### src/rtl/thr_pkg.sv
package thr_pkg;
  typedef enum logic [1:0] {
    K_CFG    = 2'd0,
    K_ASRT   = 2'd1,
    K_RLS    = 2'd2,
    K_CTL    = 2'd3
  } reg_kind_e;

  localparam int unsigned IE_LSB = 4;
endpackage

### src/rtl/thr_regs.sv
module thr_regs
  import thr_pkg::*;
#(
  parameter int unsigned NSLOT  = 3,
  parameter int unsigned CH_W   = 3,
  parameter int unsigned DATA_W = 10
) (
  input  logic              clk_i,
  input  logic              rst_ni,
  input  logic              wr_en_i,
  input  logic [3:0]        wr_addr_i,
  input  logic [DATA_W-1:0] wr_data_i,
  output logic [CH_W-1:0]   chan_o [NSLOT],
  output logic [NSLOT-1:0]  dir_o,
  output logic [NSLOT-1:0]  dual_o,
  output logic [NSLOT-1:0]  en_o,
  output logic [DATA_W-1:0] asrt_o [NSLOT],
  output logic [DATA_W-1:0] rls_o  [NSLOT],
  output logic [NSLOT-1:0]  ie_o,
  output logic [NSLOT-1:0]  clr_o
);
  localparam int unsigned DIR_BIT  = CH_W;
  localparam int unsigned DUAL_BIT = CH_W + 1;
  localparam int unsigned EN_BIT   = CH_W + 2;

  reg_kind_e  kind;
  logic [1:0] slot_sel;

  assign kind     = reg_kind_e'(wr_addr_i[3:2]);
  assign slot_sel = wr_addr_i[1:0];

  always_ff @(posedge clk_i or negedge rst_ni) begin
    if (!rst_ni) begin
      dir_o  <= '0;
      dual_o <= '0;
      en_o   <= '0;
      ie_o   <= '0;
      for (int k = 0; k < NSLOT; k++) begin
        chan_o[k] <= '0;
        asrt_o[k] <= '0;
        rls_o[k]  <= '0;
      end
    end else if (wr_en_i) begin
      if (kind == K_CTL) ie_o <= wr_data_i[IE_LSB +: NSLOT];
      for (int k = 0; k < NSLOT; k++) begin
        if (slot_sel == 2'(k)) begin
          case (kind)
            K_CFG: begin
              chan_o[k] <= wr_data_i[CH_W-1:0];
              dir_o[k]  <= wr_data_i[DIR_BIT];
              dual_o[k] <= wr_data_i[DUAL_BIT];
              en_o[k]   <= wr_data_i[EN_BIT];
            end
            K_ASRT:  asrt_o[k] <= wr_data_i;
            K_RLS:   rls_o[k]  <= wr_data_i;
            default: ;
          endcase
        end
      end
    end
  end

  assign clr_o = (wr_en_i && kind == K_CTL) ? wr_data_i[NSLOT-1:0] : '0;
endmodule

### src/rtl/thr_slot.sv
module thr_slot #(
  parameter int unsigned CH_W   = 3,
  parameter int unsigned DATA_W = 10
) (
  input  logic              clk_i,
  input  logic              rst_ni,
  input  logic              valid_i,
  input  logic [CH_W-1:0]   chan_i,
  input  logic [DATA_W-1:0] data_i,
  input  logic [CH_W-1:0]   chan_sel_i,
  input  logic              dir_i,
  input  logic              dual_i,
  input  logic              en_i,
  input  logic [DATA_W-1:0] asrt_i,
  input  logic [DATA_W-1:0] rls_i,
  output logic              set_o
);
  logic hit, trip, release_c, active_q;

  assign hit       = valid_i && en_i && (chan_i == chan_sel_i);
  assign trip      = dir_i ? (data_i > asrt_i) : (data_i < asrt_i);
  assign release_c = dir_i ? (data_i < rls_i)  : (data_i > rls_i);

  // Tripped state: hysteresis in dual mode, follows the compare in single mode.
  always_ff @(posedge clk_i or negedge rst_ni) begin
    if (!rst_ni)        active_q <= 1'b0;
    else if (!en_i)     active_q <= 1'b0;
    else if (hit) begin
      if (!dual_i)      active_q <= trip;
      else if (active_q) active_q <= !release_c;
      else              active_q <= trip;
    end
  end

  assign set_o = hit && trip && (!dual_i || !active_q);

  AST_DIS_IDLE:   assert property (@(posedge clk_i) disable iff (!rst_ni)
                    !en_i |=> !active_q);
  AST_HIT_CHAN:   assert property (@(posedge clk_i) disable iff (!rst_ni)
                    set_o |-> (valid_i && chan_i == chan_sel_i));
  AST_DUAL_ENTRY: assert property (@(posedge clk_i) disable iff (!rst_ni)
                    (set_o && dual_i) |=> active_q);
endmodule

### src/rtl/thr_detect.sv
module thr_detect #(
  parameter int unsigned CH_W   = 3,
  parameter int unsigned DATA_W = 10
) (
  input  logic              clk_i,
  input  logic              rst_ni,
  input  logic              res_valid_i,
  input  logic [CH_W-1:0]   res_chan_i,
  input  logic [DATA_W-1:0] res_data_i,
  input  logic              wr_en_i,
  input  logic [3:0]        wr_addr_i,
  input  logic [DATA_W-1:0] wr_data_i,
  output logic [2:0]        status_o,
  output logic              irq_o
);
  localparam int unsigned NSLOT = 3;

  logic [CH_W-1:0]   chan   [NSLOT];
  logic [DATA_W-1:0] asrt   [NSLOT];
  logic [DATA_W-1:0] rls    [NSLOT];
  logic [NSLOT-1:0]  dir, dual, en, ie, clr, set_w, status_q;

  thr_regs #(.NSLOT(NSLOT), .CH_W(CH_W), .DATA_W(DATA_W)) u_regs (
    .clk_i    (clk_i),
    .rst_ni   (rst_ni),
    .wr_en_i  (wr_en_i),
    .wr_addr_i(wr_addr_i),
    .wr_data_i(wr_data_i),
    .chan_o   (chan),
    .dir_o    (dir),
    .dual_o   (dual),
    .en_o     (en),
    .asrt_o   (asrt),
    .rls_o    (rls),
    .ie_o     (ie),
    .clr_o    (clr)
  );

  for (genvar k = 0; k < NSLOT; k++) begin : g_slot
    thr_slot #(.CH_W(CH_W), .DATA_W(DATA_W)) u_slot (
      .clk_i     (clk_i),
      .rst_ni    (rst_ni),
      .valid_i   (res_valid_i),
      .chan_i    (res_chan_i),
      .data_i    (res_data_i),
      .chan_sel_i(chan[k]),
      .dir_i     (dir[k]),
      .dual_i    (dual[k]),
      .en_i      (en[k]),
      .asrt_i    (asrt[k]),
      .rls_i     (rls[k]),
      .set_o     (set_w[k])
    );

    // Set beats a simultaneous clear.
    always_ff @(posedge clk_i or negedge rst_ni) begin
      if (!rst_ni)        status_q[k] <= 1'b0;
      else if (set_w[k])  status_q[k] <= 1'b1;
      else if (clr[k])    status_q[k] <= 1'b0;
    end

    AST_STS_STICKY: assert property (@(posedge clk_i) disable iff (!rst_ni)
                      $fell(status_q[k]) |->
                      $past(wr_en_i && wr_addr_i[3:2] == 2'd3 && wr_data_i[k]));
    AST_STS_SET:    assert property (@(posedge clk_i) disable iff (!rst_ni)
                      set_w[k] |=> status_q[k]);
  end

  assign status_o = status_q;
  assign irq_o    = |(status_q & ie);

  AST_IRQ_SRC: assert property (@(posedge clk_i) disable iff (!rst_ni)
                 irq_o |-> (status_o != 3'b000));
endmodule

### config.mk
export PLATFORM = sky130hd
export DESIGN_NAME = thr_detect
export DESIGN_NICKNAME = d
export VERILOG_FILES = /design/src/rtl/thr_pkg.sv /design/src/rtl/thr_regs.sv /design/src/rtl/thr_slot.sv /design/src/rtl/thr_detect.sv
export SDC_FILE = /design/constraint.sdc
export NUM_CORES = 1
export LEC_CHECK = 0
export BUFFER_PORTS_ARGS = -buffer_cell sky130_fd_sc_hd__buf_2
export CAP_MARGIN = 10
export CORE_MARGIN = 3
export CORE_UTILIZATION = 48
export DETAILED_ROUTE_END_ITERATION = 10
export PLACE_DENSITY = 0.63
export SLEW_MARGIN = 15
export SYNTH_ARGS = -nofsm -noshare
export SYNTH_HDL_FRONTEND = slang
export SYNTH_SLANG_ARGS = --single-unit
### constraint.sdc
create_clock -name clk_i -period 4.1 [get_ports clk_i]
set_input_delay 0.82 -clock clk_i [delete_from_list [all_inputs] [get_ports clk_i]]
set_output_delay 0.82 -clock clk_i [all_outputs]
set_load 0.02 [all_outputs]
==> flow_summary.ini <==
[outcome]
status = finished, final reports clean

[detailed_routing]
drtIter0Drc = 164
first_pass_iters = 4
routed_wl_um = 11760
viasPerCell = 5.421
wire_per_inst_um = 17.69
vias = 3605
ant_nets = 0
drc = 0

[logic_synthesis]
synth_cells = 496
synth_edf_count = 0
synth_area_leaders = dfrtp_1 44%, ha_1 15%, mux2_1 9.3%
synthesis.nets = 587
synth_cell_types = 43
ys_warn_count = 0
synth_mux_area_frac = 0.1057
synthSimpleGateAreaFrac = 0.1079
synth_seq_cells = 87
synth-async-reset-ratio = 1.000
synth_top_family_by_area = adder cells
synth_area_sq_um = 4985
synth_top_cell_by_area = dfrtp_1
yosysSeqAreaShare = 0.4367
synth_top_cell_area_share = 0.4367
syn_area_per_cell_sq_um = 10.05
synth_compound_area_frac = 0.1227
synth_xor_area_frac = 0.01757
synthAdderAreaFrac = 0.1506
synth_top_flop_cell = dfrtp_1

[cts]
ctsHoldBuffers = 0
post_cts_buffers = 0
clk_path_buf_depth = 2
cts_resized = 0
cts_tree = built
cts_buffers = 9
insertion_delay_ns = 0.36
cts-root-buf = clkbuf_8
htreeDepth = 3
cts.sinks = 87
clk_pin_slew_ns = 0.08

[power_and_ir_drop]
ir_drop_mv = 0.2163
p_leak_nw = 2.694
power_density_nw_per_um2 = 454.7

[final_layout]
areaGrowthSynthToFinish_pct = 9.889
diodes = 0
top_regs = u_regs.asrt_o (30), u_regs.rls_o (30), u_regs.chan_o (9)
nets = 622
drive_above_1_share = 0.1071

[grt]
track_usage = 0.2231
grt_pass1_vias = 3665
antenna_found_initial = 1
grt_pass1_wl_um = 19430
grt-ovfl-total = 0
grt_max_degree = 76

[floorplanning]
die_area_sq_um = 11640
die_y_um = 107.9
start_util = 0.5008
core_area_sq_um = 9955
rows = 36
ioPinCount = 35
die_w_um = 107.9

[timing]
setup_viol = 0
fin_crit_sh = 0.5890
slew_violations = 0
hold_viol_final = 0
finClkSkew_ns = 0.008607
grt_setup_unrepaired = no
worstMarginPinSlew_ns = 0.9375
tns_ns = 0
clock.fmax_mhz = 414.1
relSlewSlack = 0.3750
period_minus_slack_ns = 2.415
holdWs_ns = 0.4951

[placed_design]
gp_congestion = 0.8565
hpwl_um = 8966
numPortBuffers = 34

[setup_path]
r2r-start = u_regs.asrt_o[3]
cp_data_required_time_ns = 4.33
r2r_cells = 8
crit_fanout = 6
r2r_end = g_slot[2].u_slot.active_q
start_kind = primary input
worstSetupPathType = in -> reg
setup.worst_path.end_class = flip-flop
crit_arrival_ns = 2.64
reg2reg_slack_ns = 1.95

[hold_path]
hp-start = u_regs.asrt_o[0]
whs_endpoint = u_regs.asrt_o[0]
hold_depth = 1
worstHoldPathType = reg -> reg

[run]
drv_cap = 0
-- power by group --
part           internal [mW]  total, mW  switching, mW
clock network          0.284      0.571          0.287
registers               1.06       1.17          0.108
logic                  0.326      0.754          0.428
-- worst max-delay path, cell delays in order --
cell and delay [ns]:
buf_2 0.16, ha_1 0.31, nand4_1 0.22, a21oi_1 0.29, a211oi_1 0.10, o21ai_1 0.25
mux2i_1 0.34, o211ai_1 0.14
-- final cells by class --
type                       instances  area [sq um]
multi-input combinational        331          2515
tap                              133         166.4
fill                             921          4477
clock inverter                     2         35.03
timing repair buffer              39         210.2
clock buffer                      10         137.6
sequential                        87          2177
inverter                          63         236.5
-- kinds of logic after synthesis --
| logic type | after synthesis |
|---|---|
| xor+xnor | 10 |
| buf+inv | 78 |
| simple gates | 114 |
| compound gates | 100 |
| fa+ha+maj | 60 |
| mux | 47 |
| flops | 87 |
-- how the worst max path moves through the flow --
stage | to | cells past startpoint | startpoint
2_1_floorplan | g_slot[0].u_slot.active_q | 6 | res_data_i[5]
3_3_place_gp | g_slot[2].u_slot.active_q | 8 | res_data_i[4]
3_5_place_dp | g_slot[2].u_slot.active_q | 8 | res_data_i[4]
4_1_cts | g_slot[2].u_slot.active_q | 8 | res_data_i[4]
5_1_grt | g_slot[2].u_slot.active_q | 8 | res_data_i[3]
6_report | g_slot[2].u_slot.active_q | 8 | res_data_i[4]
-- cells in the mapped netlist, types with 5 or more instances --
master,number
dfrtp_1,87
inv_1,63
ha_1,60
nand2_1,57
mux2_1,41
o21ai_1,34
a21oi_1,20
nand4_1,14
clkbuf_1,13
nor2_1,13
a21o_1,11
o21ai_0,11
xor2_1,8
nand2b_1,6
nor3_1,5
-- cells in the final DEF (no fill, tap or decap), types with 11 or more instances in the layout --
cell type  netlist  final
buf_2            0     33
dfrtp_1         87     87
o21ai_1         34     34
mux2_1          41     41
nor2_1          13     13
a21o_1          11     11
ha_1            60     60
a21oi_1         20     20
nand4_1         14     14
nand2_1         57     57
o21ai_0         11     11
inv_1           63     63
-- through the flow --
step           std cells  area [sq um]  worst slack [ns]  power, mW    util
2_1_floorplan        496          4985             1.863      1.688       -
5_1_grt              665          5478             1.583      2.681  0.5503
6_report             665          5478             1.685      2.491  0.5503
3_3_place_gp         653          5305             1.371      1.911  0.5329
3_5_place_dp         653          5305             1.369      1.942  0.5329
4_1_cts              665          5478             1.769      2.515  0.5503
-- layer usage --
layer  up-vias  global-route usage  share of wire
li1       1791                   -              -
met1      1724              0.3215           0.47
met2        77              0.3459           0.46
met3        13             0.02639          0.057
met4         0             0.08386          0.017
met5         -                   0              0
Note: power is estimated with default switching activity, not from simulation.
